===== config.mk =====
export PLATFORM = sky130hd
export DESIGN_NAME = hwloop_ctrl
export DESIGN_NICKNAME = d
export VERILOG_FILES = /design/src/rtl/hwloop_pkg.sv /design/src/rtl/hwloop_stack.sv /design/src/rtl/hwloop_eval.sv /design/src/rtl/hwloop_ctrl.sv
export SDC_FILE = /design/constraint.sdc
export NUM_CORES = 1
export LEC_CHECK = 0
export BUFFER_PORTS_ARGS = -buffer_cell sky130_fd_sc_hd__buf_2
export CAP_MARGIN = 20
export CORE_MARGIN = 3
export CORE_UTILIZATION = 60
export CTS_CLUSTER_SIZE = 16
export DETAILED_ROUTE_END_ITERATION = 16
export PLACE_DENSITY_LB_ADDON = 0.3
export SYNTH_ARGS = -nofsm -noshare
export SYNTH_HDL_FRONTEND = slang
export SYNTH_SLANG_ARGS = --single-unit

===== constraint.sdc =====
create_clock -name clk -period 4.3 [get_ports clk]
set_input_delay 0.43 -clock clk [delete_from_list [all_inputs] [get_ports clk]]
set_output_delay 0.43 -clock clk [all_outputs]
set_load 0.01 [all_outputs]

===== src/rtl/hwloop_pkg.sv =====
`timescale 1ns/1ps
package hwloop_pkg;
  // Decoded per-cycle command; enter outranks break, break outranks end-of-loop.
  typedef enum logic [1:0] {
    ACT_IDLE  = 2'd0,
    ACT_ENTER = 2'd1,
    ACT_BREAK = 2'd2,
    ACT_EOL   = 2'd3
  } loop_act_e;
endpackage


===== src/rtl/hwloop_stack.sv =====
`timescale 1ns/1ps
module hwloop_stack #(
  parameter int W     = 35,
  parameter int DEPTH = 4
) (
  input  logic         clk,
  input  logic         rst,
  input  logic         push,
  input  logic         pop,
  input  logic [W-1:0] wdata,
  output logic [W-1:0] rdata,
  output logic         empty,
  output logic         full
);
  localparam int PTR_W = $clog2(DEPTH + 1);
  localparam int IDX_W = (DEPTH > 1) ? $clog2(DEPTH) : 1;

  logic [W-1:0]     mem [DEPTH];
  logic [PTR_W-1:0] sp;
  logic [PTR_W-1:0] sp_m1;

  assign sp_m1 = sp - PTR_W'(1);
  assign empty = (sp == '0);
  assign full  = (sp == PTR_W'(DEPTH));
  assign rdata = mem[sp_m1[IDX_W-1:0]];

  // storage without reset so it maps onto RAM
  always_ff @(posedge clk) begin
    if (push) mem[sp[IDX_W-1:0]] <= wdata;
  end

  always_ff @(posedge clk) begin
    if (rst) sp <= '0;
    else if (push && !pop) sp <= sp + PTR_W'(1);
    else if (pop && !push) sp <= sp_m1;
  end

  AST_NO_PUSH_FULL: assert property (@(posedge clk) disable iff (rst) push |-> !full);
  AST_NO_POP_EMPTY: assert property (@(posedge clk) disable iff (rst) pop |-> !empty);
  AST_NO_PUSH_POP:  assert property (@(posedge clk) disable iff (rst) !(push && pop));
endmodule


===== src/rtl/hwloop_eval.sv =====
`timescale 1ns/1ps
module hwloop_eval #(
  parameter int CNT_W = 16,
  parameter int NFLAG = 4,
  parameter int SEL_W = 2
) (
  input  logic [CNT_W-1:0] cnt,
  input  logic             cond_en,
  input  logic [SEL_W-1:0] cond_sel,
  input  logic [NFLAG-1:0] flags,
  output logic [CNT_W-1:0] cnt_next,
  output logic             again
);
  logic flag_bit;

  // saturating decrement: a count of zero behaves as a single pass
  assign cnt_next = (cnt == '0) ? '0 : cnt - CNT_W'(1);
  assign flag_bit = flags[cond_sel];
  assign again    = (cnt_next != '0) || (cond_en && !flag_bit);
endmodule


===== src/rtl/hwloop_ctrl.sv =====
`timescale 1ns/1ps
module hwloop_ctrl
  import hwloop_pkg::*;
#(
  parameter int ADDR_W = 16,
  parameter int CNT_W  = 16,
  parameter int DEPTH  = 4,
  parameter int NFLAG  = 4,
  parameter int STEP   = 1,
  parameter int SEL_W  = (NFLAG > 1) ? $clog2(NFLAG) : 1
) (
  input  logic              clk,
  input  logic              rst,
  input  logic              enter_valid,
  input  logic [ADDR_W-1:0] enter_pc,
  input  logic [CNT_W-1:0]  enter_count,
  input  logic              enter_cond_en,
  input  logic [SEL_W-1:0]  enter_cond_sel,
  input  logic              eol_valid,
  input  logic              brk_exit,
  input  logic [NFLAG-1:0]  flags,
  output logic              redirect_valid,
  output logic [ADDR_W-1:0] redirect_addr,
  output logic              loop_busy,
  output logic              err_overflow,
  output logic              err_underflow
);
  localparam int CTX_W = ADDR_W + CNT_W + 1 + SEL_W;

  logic              cur_act;
  logic [ADDR_W-1:0] cur_start;
  logic [CNT_W-1:0]  cur_cnt;
  logic              cur_cen;
  logic [SEL_W-1:0]  cur_sel;

  loop_act_e  act;
  logic       ovf_hit, unf_hit, take_enter, eol_live, leave;
  logic       st_push, st_pop, st_empty, st_full;
  logic [CTX_W-1:0] st_wdata, st_rdata;
  logic [CNT_W-1:0] cnt_next;
  logic             again;

  always_comb begin
    act = ACT_IDLE;
    if (enter_valid)   act = ACT_ENTER;
    else if (brk_exit) act = ACT_BREAK;
    else if (eol_valid) act = ACT_EOL;
  end

  hwloop_eval #(.CNT_W(CNT_W), .NFLAG(NFLAG), .SEL_W(SEL_W)) u_eval (
    .cnt      (cur_cnt),
    .cond_en  (cur_cen),
    .cond_sel (cur_sel),
    .flags    (flags),
    .cnt_next (cnt_next),
    .again    (again)
  );

  assign ovf_hit    = (act == ACT_ENTER) && cur_act && st_full;
  assign unf_hit    = (act == ACT_BREAK) && !cur_act;
  assign take_enter = (act == ACT_ENTER) && !ovf_hit;
  assign eol_live   = (act == ACT_EOL) && cur_act;
  assign leave      = ((act == ACT_BREAK) && cur_act) || (eol_live && !again);
  assign st_push    = take_enter && cur_act;
  assign st_pop     = leave && !st_empty;
  assign st_wdata   = {cur_start, cur_cnt, cur_cen, cur_sel};

  hwloop_stack #(.W(CTX_W), .DEPTH(DEPTH)) u_stack (
    .clk   (clk),
    .rst   (rst),
    .push  (st_push),
    .pop   (st_pop),
    .wdata (st_wdata),
    .rdata (st_rdata),
    .empty (st_empty),
    .full  (st_full)
  );

  // fetch sees the loop-back in the same cycle as the marker
  assign redirect_valid = eol_live && again;
  assign redirect_addr  = cur_start;
  assign loop_busy      = cur_act;

  always_ff @(posedge clk) begin
    if (rst) begin
      cur_act   <= 1'b0;
      cur_start <= '0;
      cur_cnt   <= '0;
      cur_cen   <= 1'b0;
      cur_sel   <= '0;
    end else if (take_enter) begin
      cur_act   <= 1'b1;
      cur_start <= enter_pc + ADDR_W'(STEP);
      cur_cnt   <= enter_count;
      cur_cen   <= enter_cond_en;
      cur_sel   <= enter_cond_sel;
    end else if (leave) begin
      if (!st_empty) begin
        {cur_start, cur_cnt, cur_cen, cur_sel} <= st_rdata;
      end else begin
        cur_act <= 1'b0;
      end
    end else if (eol_live) begin
      cur_cnt <= cnt_next;
    end
  end

  always_ff @(posedge clk) begin
    if (rst) begin
      err_overflow  <= 1'b0;
      err_underflow <= 1'b0;
    end else begin
      err_overflow  <= ovf_hit;
      err_underflow <= unf_hit;
    end
  end

  AST_ONE_CMD: assert property (@(posedge clk) disable iff (rst)
    enter_valid |-> !(eol_valid || brk_exit));
  AST_ENTER_BUSY: assert property (@(posedge clk) disable iff (rst)
    take_enter |=> loop_busy);
  AST_REPEAT_STAYS: assert property (@(posedge clk) disable iff (rst)
    redirect_valid |=> loop_busy);
  AST_SINGLE_PASS: assert property (@(posedge clk) disable iff (rst)
    (eol_live && (cur_cnt <= CNT_W'(1)) && !cur_cen) |-> !redirect_valid);
  AST_RESTORE_OUTER: assert property (@(posedge clk) disable iff (rst)
    (leave && !st_empty) |=> loop_busy);
  AST_BREAK_NO_REDIR: assert property (@(posedge clk) disable iff (rst)
    brk_exit |-> !redirect_valid);
  AST_OVERFLOW_FLAG: assert property (@(posedge clk) disable iff (rst)
    (enter_valid && loop_busy && st_full) |=> (err_overflow && loop_busy));
  AST_UNDERFLOW_FLAG: assert property (@(posedge clk) disable iff (rst)
    (brk_exit && !enter_valid && !loop_busy) |=> (err_underflow && !loop_busy));
  AST_IDLE_EOL: assert property (@(posedge clk) disable iff (rst)
    !loop_busy |-> !redirect_valid);
endmodule


# == Word level (Yosys, flattened, before mapping) ==
# Memory sizes are Yosys's and may differ from the RTL's.
# Cells that the tools add are included.
# totals
reg_bits,41
memories,1
elab_cells,78
ram_bits,140
# mem_list
name,depth,word_bits,read_ports,rd_ports_with_merged_regs,write_ports,line,text
u_stack.mem,4,35,1,0,1,hwloop_stack.sv:18,logic [W-1:0] mem [DEPTH];
# op_classes
eq_ne,6
n_lt_le_gt_ge,1
add_sub_neg,4
n_mux,26
n_reduce_logical,32
# ops
op,count
16-bit 2-to-1 mux,8
"16-bit by 1-bit adder with 16-bit output, second input constant",1
16-bit zero test,1
16-bit nonzero test,1
"16-bit by 1-bit subtractor with 16-bit output, second input constant",1
1-bit logical AND,13
2-bit 2-to-1 mux,6
1-bit 2-to-1 mux,9
1-bit zero test,7
3-bit 2-to-1 mux,2
2-bit AND reduction,3
2-bit nonzero test,3
"2-bit == test, second input constant",2
"3-bit by 1-bit adder with 3-bit output, second input constant",1
"3-bit == test, second input constant",1
3-bit zero test,1
"2-bit by 3-bit < comparator with 1-bit output, second input constant",1
"3-bit != test, second input constant",1
3-bit nonzero test,1
"3-bit by 1-bit subtractor with 3-bit output, second input constant",1
1-bit binary-select mux with 2-bit select,1
"2-bit by 1-bit == test with 1-bit output, second input constant",1
1-bit logical OR,2
"2-bit != test, second input constant",1

# == Depth between registers and ports, before layout ==
# Gate-level depths: netlist (run 1).
# logic_depth
depth_word,13
ltp_mapped,16
ltp_nobuf,14

# == By module ==
# Synthesis (run 1) repeated with hierarchy kept, for this count alone.
# unflattened
cells_unflattened,557
hier_area_um2,8131.5
# modules_own_cells
mod,seq_area_each_um2,cells_each,area_each_um2,instances
hwloop_stack,4264.1,211,5367.6,1
hwloop_ctrl,760.7,275,2294.7,1
hwloop_eval,0.0,71,469.2,1

# == Worst setup path after synthesis (run 1) ==
# Ideal clock, no wire load.
# synth_timing
path_kind,reg-to-reg
from,reg u_stack.sp[0]
to,"mem u_stack.mem[0][0], enable pin"
path_slack_ns,0.923
path_stages_with_launch,8
path_buffers,2
setup_ns,0.395
required_time_ns,3.905
arrival_time_ns,2.981
path_cell_list,dfxtp_1 clkbuf_1 buf_1 inv_1 ha_1 ha_1 nor2_1 and2_1
# synth_between
elab_chain_cells,7
# synth_lines
item,line,text
"start, declared",hwloop_stack.sv:19,logic [PTR_W-1:0] sp;
"start signal, assigned",hwloop_stack.sv:34,else if (push && !pop) sp <= sp + PTR_W'(1);
"start signal, assigned",hwloop_stack.sv:35,else if (pop && !push) sp <= sp_m1;
3-bit == test,hwloop_stack.sv:24,assign full = (sp == PTR_W'(DEPTH));
1-bit logical AND,hwloop_ctrl.sv:59,assign ovf_hit = (act == ACT_ENTER) && cur_act && st_full;
1-bit zero test,hwloop_ctrl.sv:61,assign take_enter = (act == ACT_ENTER) && !ovf_hit;
1-bit logical AND,hwloop_ctrl.sv:61,
1-bit logical AND,hwloop_ctrl.sv:64,assign st_push = take_enter && cur_act;
1-bit 2-to-1 mux,hwloop_stack.sv:29,if (push) mem[sp[IDX_W-1:0]] <= wdata;
1-bit 2-to-1 mux (implied by the code),hwloop_stack.sv:29,
"end, declared",hwloop_stack.sv:18,
# Several ways; a longest one is shown, not always the timed one.

# == Worst setup path after layout (run 1) ==
# layout_timing
from,reg cur_cnt[2]
to,reg u_stack.sp[1]
# layout_between
elab_chain_cells,11
word_cells_on_any_way,14
classes_between,add/sub (1); mux (2); reduce/logical (11)
# layout_lines
item,line,text
"start, declared",hwloop_ctrl.sv:32,logic [CNT_W-1:0] cur_cnt;
"start signal, assigned",hwloop_ctrl.sv:94,cur_cnt <= enter_count;
"start signal, assigned",hwloop_ctrl.sv:99,"{cur_start, cur_cnt, cur_cen, cur_sel} <= st_rdata;"
"start signal, assigned",hwloop_ctrl.sv:104,cur_cnt <= cnt_next;
16-bit by 1-bit subtractor with 16-bit output / 16-bit zero test (equally long branches),hwloop_eval.sv:17,assign cnt_next = (cnt == '0) ? '0 : cnt - CNT_W'(1);
16-bit 2-to-1 mux *,hwloop_eval.sv:17,
16-bit nonzero test *,hwloop_eval.sv:19,assign again = (cnt_next != '0) || (cond_en && !flag_bit);
1-bit logical OR *,hwloop_eval.sv:19,
1-bit zero test *,hwloop_ctrl.sv:63,assign leave = ((act == ACT_BREAK) && cur_act) || (eol_live && !again);
1-bit logical AND *,hwloop_ctrl.sv:63,
1-bit logical OR *,hwloop_ctrl.sv:63,
1-bit logical AND *,hwloop_ctrl.sv:65,assign st_pop = leave && !st_empty;
1-bit zero test,hwloop_stack.sv:34,
1-bit logical AND,hwloop_stack.sv:34,
3-bit 2-to-1 mux / 2-bit nonzero test (equally long branches),-,
# Mark *: on every way between the ends. The rest lies on a longest branch, timed or not.
# A chain may end at the register's enable or synchronous reset.

==> out/qor.yml, run 1 <==
timing.final.ws_setup_ns: 0.713
ios: 64
critPathRequiredTime_ns: 4.59
die_h_um: 120
synth.area.mux_share: 0.104
gr-usage-met1: 0.378
design.die.area_sq_mm: 0.0145
ctsHtreeMaxLevel: 4
chipWidth_um: 120
fmax_ghz: 0.279
area_growth_syn_to_layout_pct: 14.5
layout-drive-gt1-share: 0.234
worst-endpoint-arrival_ns: 3.88
powerDensity_mw_per_mm2: 477
dr_total_vias: 5220
critPathCaptureType: "flip-flop"
tritoncts: "yes"
gp_congestion: 0.954
grt_pass1_wl_um: 28300
port_buffers: 63
power_uw: 4300
design.final.nets: 684
via_per_inst: 6.40
drcViolationCount: 0
finalMaxSlewViolations: 0
synth-xor-area-share: 0.0256
avgRoutedWirePerCell_um: 22.2
syn-num-nets: 621
syn-mean-instance-area_sq_um: 13.8
cell_area_after_technology_mapping_sq_mm: 0.00786
rsz0062_at_grt: "false"
period_minus_slack_ns: 3.59
post-place-ws_ns: 0.788
final_hold_viol_count: 0
critPathKind: "reg2reg"
tritoncts.num_buffers: 17
antenna_found_initial: 0
worstMarginPinSlew_ns: 0.835
drt_pass1_iterations: 5
hold_path_depth: 3
synth-compound-area-share: 0.0707
timing.max_cap.violations: 0
clockRootBuffer: "clkbuf_16"
critical_path.max_fanout: 20
yosysWarningCount: 0
crit_start: "cur_cnt[2]"
synth_enable_flop_cells: 140
status: "finished clean"
finalHoldWorstSlack_ns: 0.312
grt.busiest_layer: "met2"
post_synth_fa_ha_maj_area_fraction: 0.0143
detail_route.iter0.violations: 524
r2r-end: "u_stack.sp[1]"
yosysSeqAreaShare: 0.639
ir_drop_v: 0.000265
setup.worst_path.end: "u_stack.sp[1]"
ys_types: 57
tritoncts_num_sinks: 181
core_area_sq_mm: 0.0127
ff_latch_count_synth: 181
cts-hold-fix-buffers: 0
postSynth.topFlopCell: "edfxtp_1"
setup_viol_count_final: 0
skew_ns: 0.00627
setup.reg_to_reg.worst_slack_ns: 0.71
worst_hold_path_type: "in2reg"
worst_setup_hold_path_clk_slew_ns: 0.06
diodes: 0
met3_usage: 0.0552
main_combinational_cell_family_by_area_after_synthesis: "simple AND/OR/NAND/NOR gates"
r2r.worst_path.cells: 12
kind_of_start_point_of_the_critical_path: "flip-flop"
post_synth_inst_count: 568
rows: 41
setup_tns_ns: 0
yosys.area_share.simple: 0.121
maximum_number_of_pins_on_one_net_before_global_route_repair: 39
dpl.hpwl_um: 11200
timing.final.crit_share: 0.834
grt_overall_usage: 0.261
clk_path_buf_depth: 2
regToRegStartpoint: "cur_cnt[2]"
initial_utilization: 0.618
cts.repair_timing.setup_buffer_count: 0
synthArstFlopShare: 0
global_route_met2_utilization: 0.399
post_cts_resize_count: 0
overflow: 0
slew_headroom: 0.438
leakage_power_uw: 0.00319
routed_wirelength_um: 18100
antenna_violating_nets_post_route: 0
clkLatencyLatePin_ns: 0.43
grt_pass1_vias: 5021
-- kinds of logic (layout without fill, tap and decap cells) --
group | count (synthesis) | in the layout
AND/OR/NAND/NOR | 185 | 185
flip-flops | 181 | 181
AO/OA/AOI/OAI | 88 | 88
buffers and inverters | 45 | 121
multiplexers | 37 | 37
XOR/XNOR | 23 | 23
adder cells (fa/ha/maj) | 9 | 9
-- placed cells by master, fill, tap and decap left out, drive strengths merged, types with 9 or more instances in the layout --
cell type and count:
edfxtp 140, buf 76, nor2 55, dfxtp 41, mux4 36, nand2 26, o21ai 25, nor3 23
clkbuf 20, a21oi 19, and3 18, a31oi 16, nand3 15, inv 13, xnor2 12, nor4 12
xor2 11, nand4 9, ha 9
-- cell usage after synthesis (all sizes together) (2+ instances only) --
| master | instances | share of area |
|---|---|---|
| ha | 9 | 0.014 |
| a21oi | 19 | 0.012 |
| o21ai | 25 | 0.016 |
| o41ai | 4 | 0.0045 |
| nor3 | 23 | 0.015 |
| xor2 | 11 | 0.012 |
| nand3 | 15 | 0.0095 |
| nor2 | 55 | 0.026 |
| nand2 | 26 | 0.012 |
| o211ai | 2 | 0.0025 |
| nor4 | 12 | 0.011 |
| buf | 11 | 0.0091 |
| or4 | 2 | 0.0019 |
| a311oi | 4 | 0.0045 |
| or3 | 3 | 0.0030 |
| a31oi | 16 | 0.013 |
| nor2b | 3 | 0.0024 |
| edfxtp | 140 | 0.53 |
| dfxtp | 41 | 0.10 |
| mux4 | 36 | 0.10 |
| a22oi | 4 | 0.0038 |
| inv | 13 | 0.0062 |
| xnor2 | 12 | 0.013 |
| nand2b | 3 | 0.0024 |
| clkbuf | 21 | 0.010 |
| and4 | 2 | 0.0025 |
| nand4 | 9 | 0.0072 |
| a211oi | 2 | 0.0019 |
| and3 | 18 | 0.014 |
| o21a | 2 | 0.0019 |
| and2 | 8 | 0.0064 |
-- worst min path at each step --
| stage | slack [ns] | end | start |
|---|---|---|---|
| floorplan | 0.45 | u_stack.mem[0][7] | cur_cnt[4] |
| finish | 0.31 | err_overflow | enter_valid |
| CTS | 0.30 | err_overflow | enter_valid |
| detailed placement | 0.52 | err_overflow | loop_busy |
| global route | 0.31 | cur_sel[0] | enter_cond_sel[0] |
| global placement | 0.50 | u_stack.mem[2][23] | redirect_addr[4] |
-- critical path, cell delays in order (launching register included) --
cell and delay, ns:
dfxtp_1 0.42, nor4_1 0.77, and4_1 0.45, a2bb2oi_1 0.26, and3_1 0.25, o2111a_1 0.21
o21a_1 0.15, inv_2 0.18, ha_1 0.30, xor2_1 0.14, nor2_1 0.06, a21oi_1 0.18
nor2_1 0.07
-- state kept, by name, summed over array words and instances (netlist names) --
signal and flops:
loop_busy 1, u_stack.sp 3, u_stack.mem 140, err_overflow 1, redirect_addr 16, cur_cen 1, cur_cnt 16, err_underflow 1
cur_sel 2
-- per-stage QoR --
stage / utilization / std cells / instance area [sq um]
after floorplan: - / 568 / 7860
after global placement: 0.658 / 783 / 8370
after detailed placement: 0.659 / 784 / 8380
after CTS: 0.708 / 816 / 9010
after global routing: 0.708 / 816 / 9010
final: 0.708 / 816 / 9010
-- where the power goes --
group,total (uW),switching [uW],internal (uW)
clock,1630,644,987
combinational,600,345,255
sequential,2070,87.3,1980
-- final cells by class --
type	instances	area [sq um]
inverter	13	48.8
clock buffer	20	447
timing repair buffer	76	445
tap	172	215
clock inverter	12	179
sequential	181	5030
multi-input combinational	342	2650
fill	874	3720
-- layer usage --
layer | share of wire | vias to the layer above
met3 | 0.075 | 34
met1 | 0.43 | 2594
met2 | 0.48 | 258
met5 | 0 | -
met4 | 0.021 | 0
li1 | - | 2334
Power figures use the tool's default switching activity.
==> run 2, diff against run 1 <==
CORE_UTILIZATION = 54   (was 60)
clock period = 3.25 ns   (was 4.3 ns; I/O delays follow)
==> run 2 against run 1 <==
Effect of this change:
- count of clock-buffer cells in the layout is 2 higher
- final cell count is 2.7% higher
- register-to-register slack worse by 0.48 ns
- worst setup slack worse by 0.56 ns
- via count is 0.69% lower
- worst hold slack worse by 0.11 ns
- clock skew hardly changed
- critical path depth is 5 lower
- combinational power is 42% higher
- power is 29% higher
- critical endpoint is now redirect_valid
- largest cell class unchanged
- largest power group unchanged
==> out/qor.yml, run 2 (same netlist as run 1, synthesis figures left out) <==
status: "finished clean"
skew_ns: 0.00667
crit_start: "cur_cnt[3]"
grt_overall_usage: 0.231
chipWidth_um: 127
cts.repair_timing.setup_buffer_count: 0
leakage_power_uw: 0.00325
tritoncts: "yes"
ctsHtreeMaxLevel: 4
design.die.area_sq_mm: 0.0160
largest_reg_flops: 140
r2r-end: "u_stack.sp[2]"
routed_wirelength_um: 17800
timing.max_cap.violations: 0
power_uw: 5520
timing.final.crit_share: 0.953
clk_path_buf_depth: 2
finalMaxSlewViolations: 0
rsz0062_at_grt: "false"
slew_headroom: 0.565
antenna_violating_nets_post_route: 0
dr_total_vias: 5184
setup.reg_to_reg.worst_slack_ns: 0.23
design.final.nets: 698
maximum_number_of_pins_on_one_net_before_global_route_repair: 32
avgRoutedWirePerCell_um: 21.2
drcViolationCount: 0
grt_pass1_vias: 5124
worst-endpoint-arrival_ns: 2.77
fillCellCount: 1036
critical_path.max_fanout: 10
fmax_ghz: 0.323
layout-drive-gt1-share: 0.266
critPathCaptureType: "primary output"
critPathKind: "reg2out"
detail_route.iter0.violations: 458
ir_drop_v: 0.000414
combined_area_of_the_multi_input_logic_cells_sq_mm: 0.00267
dpl.hpwl_um: 11800
diodes: 0
setup_viol_count_final: 0
tritoncts.num_buffers: 17
die_h_um: 127
place.detailed.instances: 806
grt_pass1_wl_um: 28100
layout.cells.most_common: "edfxtp_1"
ios: 64
gp_congestion: 0.949
layout.cells.most_common_list: "edfxtp_1, buf_2, nor2_1"
clkLatencyLatePin_ns: 0.43
core_area_sq_mm: 0.0140
worst_hold_path_type: "in2reg"
port_buffers: 63
area_growth_syn_to_layout_pct: 15.8
r2r.worst_path.cells: 10
regToRegStartpoint: "cur_cnt[3]"
via_per_inst: 6.19
critPathRequiredTime_ns: 2.92
period_minus_slack_ns: 3.10
setup.worst_path.end: "redirect_valid"
final_hold_viol_count: 0
overflow: 0
layoutNonFillerInstCount: 838
initial_utilization: 0.560
tritoncts_num_sinks: 181
worstMarginPinSlew_ns: 0.652
worst_setup_hold_path_clk_slew_ns: 0.07
rows: 43
clockRootBuffer: "clkbuf_16"
kind_of_start_point_of_the_critical_path: "flip-flop"
drt_pass1_iterations: 5
seqCellArea_sq_mm: 0.00503
powerDensity_mw_per_mm2: 607
setup_tns_ns: 0
antenna_found_initial: 0
run 2: cell types whose count changed in the layout (fill, tap and decap cells not counted), sizes merged:
| cell | before | now |
|---|---|---|
| clkinv | 3 | 5 |
| inv | 13 | 16 |
| bufinv | 4 | 0 |
| clkinvlp | 5 | 2 |
| buf | 76 | 90 |
| clkbuf | 20 | 22 |
run 2: worst min-delay path by stage:
stage	from	endpoint	slack, ns	cells after the start
6_report	enter_count[5]	cur_cnt[5]	0.20	3
5_1_grt	enter_count[2]	cur_cnt[2]	0.20	3
4_1_cts	enter_count[5]	cur_cnt[5]	0.18	3
3_5_place_dp	loop_busy	err_overflow	0.50	2
3_3_place_gp	redirect_addr[4]	u_stack.mem[3][23]	0.50	0
2_1_floorplan	rst	cur_cnt[2]	0.43	1
run 2: power breakdown:
group	switching, uW	internal, uW
Combinational	480	372
Sequential	97.1	2620
Clock	876	1080
run 2: timing repair:
action / 4_1_cts / 5_1_grt
hold endpoints to repair: 0 / 0
endpoints found under the setup margin: 0 / 6
resized for setup: 0 / 6
hold buffers: 0 / 0
run 2: metal layers:
| metal | track usage | vias up | routed length (um) |
|---|---|---|---|
| li1 | - | 2365 | - |
| met1 | 0.325 | 2593 | 7700 |
| met2 | 0.361 | 196 | 8560 |
| met3 | 0.0455 | 30 | 1170 |
| met4 | 0.0902 | 0 | 371 |
| met5 | 0 | - | 0 |
run 2: critical path, stage by stage, from the launching register on:
cell and delay (ns):
dfxtp_2 0.37, or4_1 0.55, or4_1 0.44, xor2_1 0.17
and4_4 0.22, o211ai_4 0.22, and3_1 0.23, buf_2 0.14
run 2: final cells by class:
type | count | share of cell area
multi-input cells | 342 | 0.294
repair buffers | 90 | 0.0610
flip-flops and latches | 181 | 0.552
clock inverters | 10 | 0.00962
inverters | 13 | 0.00536
well taps | 180 | 0.0247
clock buffers | 22 | 0.0533
run 2: stage by stage:
stage	utilization	instance area, sq um	hold slack [ns]	setup WS [ns]
final	0.648	9100	0.202	0.152
after global routing	0.648	9100	0.197	0.0472
after CTS	0.647	9080	0.181	0.0634
after detailed placement	0.606	8510	0.505	0.238
after global placement	0.606	8510	0.503	0.320
after floorplan	-	7870	0.427	0.165
==> run 3, diff against run 2 <==
CELL_PAD_IN_SITES_DETAIL_PLACEMENT = 0   (was unset)
CELL_PAD_IN_SITES_GLOBAL_PLACEMENT = 2   (was unset)
CORE_UTILIZATION = 38   (was 54)
==> run 3 against run 2 <==
Effect of this change:
- worst setup slack worse by 0.028 ns
- fmax is 0.90% lower
- wire length is 7.2% higher
- via count is 0.95% lower
- clock power is 4% higher
- critical endpoint unchanged
- non-clock buffer count is 4 higher
- combinational power is 2.8% higher
- first-iteration DRC count is 19% lower
==> out/qor.yml, run 3 (same netlist as run 1, synthesis figures left out) <==
status: "finished clean"
timing.max_cap.violations: 0
drcViolationCount: 0
tritoncts_num_sinks: 181
avgRoutedWirePerCell_um: 20.6
sw_frac_of_total: 0.279
layout-drive-gt1-share: 0.270
ios: 64
area_growth_syn_to_layout_pct: 17.7
initial_utilization: 0.395
power_frac_comb: 0.156
tritoncts.num_buffers: 17
worst_setup_hold_path_clk_slew_ns: 0.07
final_hold_viol_count: 0
dpl.hpwl_um: 12400
period_minus_slack_ns: 3.13
rsz0062_at_grt: "false"
route.met3.wl_um: 978
grt_overall_usage: 0.175
clockRootBuffer: "clkbuf_16"
clk_path_buf_depth: 2
grt_pass1_vias: 5204
via_per_inst: 5.54
kind_of_start_point_of_the_critical_path: "flip-flop"
worst_hold_path_type: "in2reg"
highest_layer: "met4"
worstMarginPinSlew_ns: 0.819
clkLatencyLatePin_ns: 0.43
drt_pass1_iterations: 5
tritoncts: "yes"
powerDensity_mw_per_mm2: 606
cp_top_family: "simple AND/OR/NAND/NOR gates"
setup_tns_ns: 0
largest_reg_flops: 140
netSwitchingPower_uw: 1560
seqCellArea_sq_mm: 0.00503
layout.cells.most_common: "edfxtp_1"
setup_viol_count_final: 0
critical-path-max-stage-delay_ns: 0.58
chipWidth_um: 150
layoutNonFillerInstCount: 927
port_buffers: 63
grt_pass1_wl_um: 29500
post-route-cell-area_sq_mm: 0.00926
leakage_power_uw: 0.00328
clock_power_share: 0.363
ctsHtreeMaxLevel: 4
design.die.area_sq_mm: 0.0225
critPathSlowestCell: "or4_1"
routed_wirelength_um: 19100
finalMaxSlewViolations: 0
critPathKind: "reg2out"
worst-endpoint-arrival_ns: 2.80
critical_path.max_fanout: 4
slew_headroom: 0.454
worst_path_most_repeated_cell: "or4_1"
fillCellCount: 1863
antenna_violating_nets_post_route: 0
layout.cells.most_common_list: "edfxtp_1, buf_2, nor2_1"
combined_area_of_the_multi_input_logic_cells_sq_mm: 0.00267
ir_drop_v: 0.000345
fmax_ghz: 0.320
cells_along_the_critical_path: "or4_1 > or4_1 > xor2_2 > and4_4 > o211ai_2 > and3_1 > buf_2"
core_area_sq_mm: 0.0199
met2RoutedLength_um: 9360
critPathRequiredTime_ns: 2.92
detail_route.iter0.violations: 371
met1_length_um: 8430
critical_path_buf_inv_count: 1
place.detailed.instances: 895
dr_total_vias: 5135
maximum_number_of_pins_on_one_net_before_global_route_repair: 39
gp_congestion: 0.910
seq_power_share: 0.481
die_h_um: 150
critPathCaptureType: "primary output"
placed_cell_area_sq_mm: 0.00864
diodes: 0
skew_ns: 0.0104
overflow: 0
timing.final.crit_share: 0.962
internal_power_uw: 4050
design.final.nets: 702
cts-hold-fix-buffers: 0
rows: 51
antenna_found_initial: 0
## run 3: cell types whose count changed in the layout (fill, tap and decap cells not counted), moves of 2 or more
| cell | change |
|---|---|
| buf_4 | +4 |
| clkbuf_1 | -2 |
| clkinv_4 | -5 |
| clkinv_8 | +3 |
| inv_6 | +2 |
| inv_8 | +2 |
## run 3: worst paths after layout
kind          startpoint        endpoint  slack [ns]  cells past startpoint
min          enter_valid    err_overflow        0.20                      3
min reg2reg    loop_busy    err_overflow        0.53                      2
max reg2reg   cur_cnt[2]     cur_cnt[13]        0.27                      8
max           cur_cnt[2]  redirect_valid        0.12                      7
## run 3: repair_timing
action                     CTS  global route
setup endpoints to repair    0             1
gates resized for setup      0             3
hold endpoints to repair     0             0
setup buffers                0             0
## run 3: power groups by stage
stage / sequential [uW] / clock (uW) / combinational (uW)
4_1_cts: 2700 / 2070 / 882
3_5_place_dp: 2750 / 0 / 876
5_1_grt: 2710 / 2160 / 972
2_1_floorplan: 2740 / 0 / 556
6_report: 2700 / 2040 / 876
3_3_place_gp: 2740 / 0 / 871
## run 3: cell type report
type / instances / share of cell area
multi-input cells: 342 / 0.288
well taps: 265 / 0.0358
flip-flops and latches: 181 / 0.543
repair buffers: 94 / 0.0633
clock inverters: 14 / 0.0169
inverters: 13 / 0.00527
clock buffers: 18 / 0.0474
## run 3: metal layers
layer	track usage	up-vias
li1	-	2367
met1	0.236	2594
met2	0.288	151
met3	0.0391	23
met4	0.0480	0
met5	0	-
## run 3: tightest hold or removal path, delay by kind of cell
family / cells / cell delay, ns
buf+inv: 1 / 0.12
simple gates: 2 / 0.13
## run 3: through the flow
stage          hold slack (ns)  total power [uW]  setup WS (ns)   util
2_1_floorplan            0.427              3300          0.165      -
3_3_place_gp             0.501              3610          0.325  0.434
3_5_place_dp             0.516              3630          0.270  0.434
4_1_cts                  0.187              5650          0.122  0.464
5_1_grt                  0.199              5850        0.00195  0.465
6_report                 0.200              5610          0.124  0.465
